<file path="src/rtl/nvm_seq_pkg.sv">
package nvm_seq_pkg;

    typedef enum logic [2:0] {
        ST_IDLE,
        ST_ERASE,
        ST_HOLD,
        ST_WRITE,
        ST_FILL_ERASE,
        ST_FILL_WRITE
    } seq_state_t;

endpackage

</file>
<file path="src/rtl/nvm_phase_timer.sv">
module nvm_phase_timer #(
    parameter int PHASE_CYCLES = 500000,
    localparam int CNT_W = (PHASE_CYCLES > 1) ? $clog2(PHASE_CYCLES) : 1
) (
    input  logic             clk,
    input  logic             rst_n,
    input  logic             clr,
    output logic [CNT_W-1:0] cnt,
    output logic             last
);

    localparam logic [CNT_W-1:0] LAST_VAL = CNT_W'(PHASE_CYCLES - 1);

    assign last = (cnt == LAST_VAL);

    always_ff @(posedge clk or negedge rst_n) begin
        if (!rst_n) begin
            cnt <= '0;
        end else if (clr) begin
            cnt <= '0;
        end else if (!last) begin
            cnt <= cnt + 1'b1;
        end
    end


    cnt_bound_chk: assert property (@(posedge clk) disable iff (!rst_n)
        cnt <= LAST_VAL);

endmodule

</file>
<file path="src/rtl/nvm_word_buffer.sv">
module nvm_word_buffer #(
    parameter int WORD_W = 16,
    localparam int BYTE_W = WORD_W / 2
) (
    input  logic              clk,
    input  logic              rst_n,
    input  logic              load_first,
    input  logic              merge_second,
    input  logic              hi_first,
    input  logic [WORD_W-1:0] base_word,
    input  logic [BYTE_W-1:0] first_byte,
    input  logic [BYTE_W-1:0] second_byte,
    output logic [WORD_W-1:0] word
);

    logic hi_q;

    always_ff @(posedge clk or negedge rst_n) begin
        if (!rst_n) begin
            word <= '0;
            hi_q <= 1'b0;
        end else if (load_first) begin
            hi_q <= hi_first;
            if (hi_first) begin
                word <= {first_byte, base_word[BYTE_W-1:0]};
            end else begin
                word <= {base_word[WORD_W-1:BYTE_W], first_byte};
            end
        end else if (merge_second) begin
            if (hi_q) begin
                word[BYTE_W-1:0] <= second_byte;
            end else begin
                word[WORD_W-1:BYTE_W] <= second_byte;
            end
        end
    end


    buf_hold_chk: assert property (@(posedge clk) disable iff (!rst_n)
        !(load_first || merge_second) |=> $stable(word));

endmodule

</file>
<file path="src/rtl/nvm_seq_ctrl.sv">
module nvm_seq_ctrl
    import nvm_seq_pkg::*;
#(
    parameter int ROWS = 32,
    parameter int WORD_W = 16,
    parameter int PHASE_CYCLES = 500000,
    localparam int ROW_W = (ROWS > 1) ? $clog2(ROWS) : 1,
    localparam int CNT_W = (PHASE_CYCLES > 1) ? $clog2(PHASE_CYCLES) : 1
) (
    input  logic              clk,
    input  logic              rst_n,
    input  logic              byte1_valid,
    input  logic [ROW_W-1:0]  row_addr,
    input  logic              byte2_valid,
    input  logic              stop_seen,
    input  logic              fill_req,
    input  logic              fill_ones,
    input  logic [CNT_W-1:0]  tmr_cnt,
    input  logic              tmr_last,
    input  logic [WORD_W-1:0] word,
    output logic              tmr_clr,
    output logic              ld_first,
    output logic              ld_second,
    output logic              busy,
    output logic              arr_we,
    output logic [ROW_W-1:0]  arr_row,
    output logic [WORD_W-1:0] arr_wdata
);

    localparam logic [CNT_W-1:0] SWEEP_END = CNT_W'(ROWS);

    seq_state_t state, state_nx;
    logic             stop_flag;
    logic [ROW_W-1:0] row_q;
    logic             fill_val_q;
    logic             sweep_on;

    // next-state selection
    always_comb begin
        state_nx = state;
        unique case (state)
            ST_IDLE: begin
                if (byte1_valid) begin
                    state_nx = ST_ERASE;
                end else if (fill_req) begin
                    state_nx = ST_FILL_ERASE;
                end
            end
            ST_ERASE: begin
                if (tmr_last) begin
                    state_nx = (stop_flag || stop_seen) ? ST_WRITE : ST_HOLD;
                end
            end
            ST_HOLD: begin
                if (stop_seen) begin
                    state_nx = ST_WRITE;
                end
            end
            ST_WRITE: begin
                if (tmr_last) begin
                    state_nx = ST_IDLE;
                end
            end
            ST_FILL_ERASE: begin
                if (tmr_last) begin
                    state_nx = ST_FILL_WRITE;
                end
            end
            ST_FILL_WRITE: begin
                if (tmr_last) begin
                    state_nx = ST_IDLE;
                end
            end
            default: state_nx = ST_IDLE;
        endcase
    end

    assign tmr_clr   = (state_nx != state);
    assign ld_first  = (state == ST_IDLE) && byte1_valid;
    assign ld_second = (state == ST_ERASE) && byte2_valid;

    // state register and per-command context
    always_ff @(posedge clk or negedge rst_n) begin
        if (!rst_n) begin
            state      <= ST_IDLE;
            stop_flag  <= 1'b0;
            row_q      <= '0;
            fill_val_q <= 1'b0;
        end else begin
            state <= state_nx;
            if (state != ST_ERASE) begin
                stop_flag <= 1'b0;
            end else if (stop_seen) begin
                stop_flag <= 1'b1;
            end
            if (ld_first) begin
                row_q <= row_addr;
            end
            if ((state == ST_IDLE) && !byte1_valid && fill_req) begin
                fill_val_q <= fill_ones;
            end
        end
    end

    assign sweep_on = (tmr_cnt < SWEEP_END);

    // outputs
    always_comb begin
        busy      = (state != ST_IDLE);
        arr_we    = 1'b0;
        arr_row   = row_q;
        arr_wdata = '0;
        unique case (state)
            ST_IDLE, ST_HOLD: begin
                arr_we = 1'b0;
            end
            ST_ERASE: begin
                arr_we = (tmr_cnt == '0);
            end
            ST_WRITE: begin
                arr_we    = (tmr_cnt == '0);
                arr_wdata = word;
            end
            ST_FILL_ERASE: begin
                arr_we  = sweep_on;
                arr_row = tmr_cnt[ROW_W-1:0];
            end
            ST_FILL_WRITE: begin
                arr_we    = sweep_on;
                arr_row   = tmr_cnt[ROW_W-1:0];
                arr_wdata = {WORD_W{fill_val_q}};
            end
            default: arr_we = 1'b0;
        endcase
    end


    write_only_busy_chk: assert property (@(posedge clk) disable iff (!rst_n)
        arr_we |-> busy);


    busy_start_chk: assert property (@(posedge clk) disable iff (!rst_n)
        $rose(busy) |-> $past(byte1_valid || fill_req));


    write_after_stop_chk: assert property (@(posedge clk) disable iff (!rst_n)
        (state == ST_WRITE && $past(state) != ST_WRITE) |-> $past(stop_seen || stop_flag));


    erase_zero_chk: assert property (@(posedge clk) disable iff (!rst_n)
        (arr_we && (state == ST_ERASE || state == ST_FILL_ERASE)) |-> (arr_wdata == '0));

endmodule

</file>
<file path="src/rtl/nvm_prog_seq.sv">
module nvm_prog_seq #(
    parameter int ROWS = 32,
    parameter int WORD_W = 16,
    parameter int PHASE_CYCLES = 500000,
    localparam int ROW_W = (ROWS > 1) ? $clog2(ROWS) : 1,
    localparam int BYTE_W = WORD_W / 2,
    localparam int CNT_W = (PHASE_CYCLES > 1) ? $clog2(PHASE_CYCLES) : 1
) (
    input  logic              clk,
    input  logic              rst_n,
    input  logic              byte1_valid,
    input  logic [ROW_W-1:0]  row_addr,
    input  logic [WORD_W-1:0] base_word,
    input  logic              hi_first,
    input  logic [BYTE_W-1:0] byte1_data,
    input  logic              byte2_valid,
    input  logic [BYTE_W-1:0] byte2_data,
    input  logic              stop_seen,
    input  logic              fill_req,
    input  logic              fill_ones,
    output logic              busy,
    output logic              arr_we,
    output logic [ROW_W-1:0]  arr_row,
    output logic [WORD_W-1:0] arr_wdata
);

    logic [CNT_W-1:0]  tmr_cnt;
    logic              tmr_last;
    logic              tmr_clr;
    logic              ld_first;
    logic              ld_second;
    logic [WORD_W-1:0] word;

    initial begin
        phase_len_chk: assert (PHASE_CYCLES > ROWS && ROWS > 1)
            else $error("phase length must exceed the row count");
    end

    nvm_phase_timer #(
        .PHASE_CYCLES(PHASE_CYCLES)
    ) timer_i (
        .clk  (clk),
        .rst_n(rst_n),
        .clr  (tmr_clr),
        .cnt  (tmr_cnt),
        .last (tmr_last)
    );

    nvm_word_buffer #(
        .WORD_W(WORD_W)
    ) buffer_i (
        .clk         (clk),
        .rst_n       (rst_n),
        .load_first  (ld_first),
        .merge_second(ld_second),
        .hi_first    (hi_first),
        .base_word   (base_word),
        .first_byte  (byte1_data),
        .second_byte (byte2_data),
        .word        (word)
    );

    nvm_seq_ctrl #(
        .ROWS        (ROWS),
        .WORD_W      (WORD_W),
        .PHASE_CYCLES(PHASE_CYCLES)
    ) ctrl_i (
        .clk        (clk),
        .rst_n      (rst_n),
        .byte1_valid(byte1_valid),
        .row_addr   (row_addr),
        .byte2_valid(byte2_valid),
        .stop_seen  (stop_seen),
        .fill_req   (fill_req),
        .fill_ones  (fill_ones),
        .tmr_cnt    (tmr_cnt),
        .tmr_last   (tmr_last),
        .word       (word),
        .tmr_clr    (tmr_clr),
        .ld_first   (ld_first),
        .ld_second  (ld_second),
        .busy       (busy),
        .arr_we     (arr_we),
        .arr_row    (arr_row),
        .arr_wdata  (arr_wdata)
    );

endmodule

</file>
<file path="config.mk">
export PLATFORM = sky130hd
export DESIGN_NAME = nvm_prog_seq
export DESIGN_NICKNAME = d
export VERILOG_FILES = /design/src/rtl/nvm_seq_pkg.sv /design/src/rtl/nvm_phase_timer.sv /design/src/rtl/nvm_word_buffer.sv /design/src/rtl/nvm_seq_ctrl.sv /design/src/rtl/nvm_prog_seq.sv
export SDC_FILE = /design/constraint.sdc
export NUM_CORES = 1
export LEC_CHECK = 0
export BUFFER_PORTS_ARGS = -buffer_cell sky130_fd_sc_hd__buf_2
export CORE_UTILIZATION = 48
export CTS_CLUSTER_DIAMETER = 120
export DETAILED_ROUTE_END_ITERATION = 8
export PLACE_DENSITY = 0.76
export SYNTH_ARGS = -nofsm -noshare
export SYNTH_HDL_FRONTEND = slang
export SYNTH_HIERARCHICAL = 1
export SYNTH_SLANG_ARGS = --single-unit
</file>
<file path="constraint.sdc">
create_clock -name clk -period 2.55 [get_ports clk]
set_clock_uncertainty 0.2 [all_clocks]
set_input_delay 0.51 -clock clk [delete_from_list [all_inputs] [get_ports clk]]
set_output_delay 0.51 -clock clk [all_outputs]
set_load 0.01 [all_outputs]
</file>
==> reports/results.ini <==
[cells_and_area]
multiInputGateArea_sq_um=1540
layout.nets=399
syn_to_final_growth_pct=26.2
antenna_cells=0
ff_latch_area_sq_um=1150
fin_cells=426
drive_above_1_share_pct=39.5
n_fill_cell=452

[floorplan]
boundaryPins=68
die_h_um=78.0
die_w_um=78.0
coreArea_sq_um=5540
start_util_pct=50.1
fp-row-count=27
die_area_sq_um=6090

[drt]
vias=2443
drt_pass1_iterations=4
first_iter_violations=113
drt-met1-wl_mm=2.84
wl_mm=6.65
viasPerCell=5.73
met3_length_um=429
drcViolationCount=0
met2WireLength_mm=3.30
routedWlPerCell_um=15.6
routed.top_layer=met4
postRouteAntennaNets=0

[critical_path]
crit_type=reg -> reg
crit_required_ns=2.55
critical_path.max_stage_delay_ns=0.44
crit_path_end_kind=flip-flop
cp_cell_sequence=nor4_1 > and4_1 > nand2_2 > inv_2 > a21oi_1 > o21ai_0 > a21o_1 > buf_4 > a21oi_2 > a21boi_2
r2r_slack_ns=-0.008
critPathLaunchType=flip-flop
path_max_fanout=9
cp.arrival_ns=2.56
slowest_stage=nor4_1

[timing]
period_minus_slack_ns=2.56
rsz0062_at_grt=true
tightestPinTransition_ns=0.579
fin_ws_ns=-0.00781
setup_viol=1
fmax_mhz=391
post-route-period-util_pct=100
report.final.slew_viol_count=0
slew_headroom_pct=61.4
hold_violations=0

[logic_synthesis]
synth_xor_area_share_pct=3.16
syn-mean-instance-area_sq_um=10.3
synth_edf_count=0
netlist_area_sq_um=2780
synth-simple-area-share_pct=19.7
synthAdderAreaFrac_pct=0.451
synth_nets=316
synth_top_area_share_pct=41.5
synth_area_leaders=dfrtp_1 (41%), mux2i_1 (12%), mux2_2 (5.3%), a21o_1 (4.6%), a21oi_1 (2.9%)
synth_cells=270
synthFlopType=dfrtp_1
yosysWarnings=6
synthMuxAreaShare_pct=16.8
synth_compound_area_share_pct=13.0
synthTopCellsByCount=dfrtp_1 (46), mux2i_1 (32), a21o_1 (17)
synth_cell_types=52
synthArstFlopShare_pct=100
synth_seq_cells=46
synth_seq_area_share_pct=41.5
synth_most_common_cell=dfrtp_1
synth_top_area_cell=dfrtp_1
synth_top_family_by_area=simple AND/OR/NAND/NOR gates

[cts]
cts_root_buf=clkbuf_8
clock_latency_ns=0.31
cts_buffers=5
htree_levels=2
clkTransAtPathRegs_ns=0.09
clockBufferDepth=2
cts_sinks=46
cts_tree=yes

[placed_design]
pre_cts_ws_ns=0.00129
place.gp.congestion=0.846
port_buffers=67
dpl.hpwl_mm=4.65
numPlacedInstances=414

[grt]
track_usage_pct=22.1
grt_pass1_wl_mm=10.5
grt_pass1_vias=2270
antenna_found_initial=0
grt_overflow_total=0
grt_start_max_net_pins=32

[pwr]
power.leakage_nw=1.92
ir_drop_mv=0.241
p_per_area_nw_per_um2=417

[status]
outcome=complete, but fails checks
violations=negative setup slack

[worst_hold_path]
hold_path.class=in -> reg

[job]
maxCapViolCount=0

-- per-layer routing --
layer | vias to the layer above | GRT usage [%]
met1 | 1180 | 27.9
met2 | 98 | 38.1
met4 | 0 | 7.22
li1 | 1158 | -
met5 | - | 0
met3 | 7 | 4.53
-- cell usage in the layout, fill, tap and decap left out, drive strengths merged, types with 3 or more instances in the layout --
| master | Yosys | routed |
|---|---|---|
| a211oi | 9 | 9 |
| a21o | 17 | 17 |
| a21oi | 17 | 17 |
| and3 | 10 | 10 |
| buf | 13 | 93 |
| clkbuf | 5 | 5 |
| dfrtp | 46 | 46 |
| inv | 7 | 7 |
| mux2 | 13 | 13 |
| mux2i | 32 | 32 |
| nand2 | 10 | 10 |
| nand3 | 9 | 9 |
| nand4 | 6 | 6 |
| nor2 | 15 | 15 |
| nor3 | 7 | 7 |
| nor4 | 9 | 9 |
| o21ai | 4 | 4 |
| or3 | 3 | 3 |
| xnor2 | 8 | 8 |
-- kinds of logic after synthesis --
| family | count (synthesis) |
|---|---|
| AO/OA/AOI/OAI | 55 |
| multiplexers | 45 |
| XOR/XNOR | 10 |
| adder cells (fa/ha/maj) | 1 |
| flip-flops | 46 |
| buffers and inverters | 25 |
| AND/OR/NAND/NOR | 88 |
-- final timing paths --
| kind | to | depth (start not counted) | start |
|---|---|---|---|
| max in group asynchronous | buffer_i/word[7] | 3 | rst_n |
| worst min register to register | ctrl_i/row_q[2] | 1 | ctrl_i/row_q[2] |
| min in group asynchronous | timer_i/cnt[15] | 2 | rst_n |
| worst max-delay path | timer_i/cnt[4] | 10 | timer_i/cnt[14] |
| worst min-delay path | ctrl_i/row_q[0] | 2 | row_addr[0] |
| worst max register to register | timer_i/cnt[4] | 10 | timer_i/cnt[14] |
-- flip-flops by register name, indices dropped and copies added, names as in the netlist --
register / cells
ctrl_i/state: 3
buffer_i/hi_q: 1
ctrl_i/stop_flag: 1
timer_i/cnt: 19
ctrl_i/fill_val_q: 1
ctrl_i/row_q: 5
buffer_i/word: 16
-- metrics by stage --
stage | area (sq um) | hold WS [ns] | TNS (ns) | total power (W) | utilization, %
after floorplan | 2800 | 0.0144 | 0 | 0.000769 | -
after global placement | 3290 | 0.283 | 0 | 0.000822 | 59.3
after detailed placement | 3290 | 0.296 | 0 | 0.000824 | 59.3
after CTS | 3440 | 0.227 | 0 | 0.00148 | 62.1
after global routing | 3500 | 0.220 | -0.730 | 0.00152 | 63.2
final | 3500 | 0.234 | -0.00781 | 0.00146 | 63.2
-- repair_timing --
item,CTS,global route
hold buffers,1,0
pin swaps,1,5
hold endpoints to repair,17,0
resized for setup,0,14
cloned,0,0
setup buffers,1,2
endpoints found under the setup margin,1,13
-- worst max-delay path: cells and delay by family (launching register included) --
kind,cells,cell delay [ns]
AO/OA/AOI/OAI,5,0.77
flip-flops,1,0.41
buffers and inverters,2,0.27
AND/OR/NAND/NOR,3,0.80
-- report_power, final --
group / leakage [nW] / switching (W) / internal [W]
Clock: 0.0683 / 0.000259 / 0.000393
Sequential: 0.621 / 0 / 0.000729
Combinational: 1.23 / 0.0000398 / 0.0000406
Total: 1.92 / 0.000299 / 0.00116
-- cell type report --
class,count,share of cell area [%]
Timing Repair Buffer,94,15.9
Inverter,7,0.750
Sequential cell,46,32.9
Multi-Input combinational cell,199,43.9
Clock inverter,3,1.96
Tap cell,72,2.57
Clock buffer,5,1.96
Power figures use the tool's default switching activity.
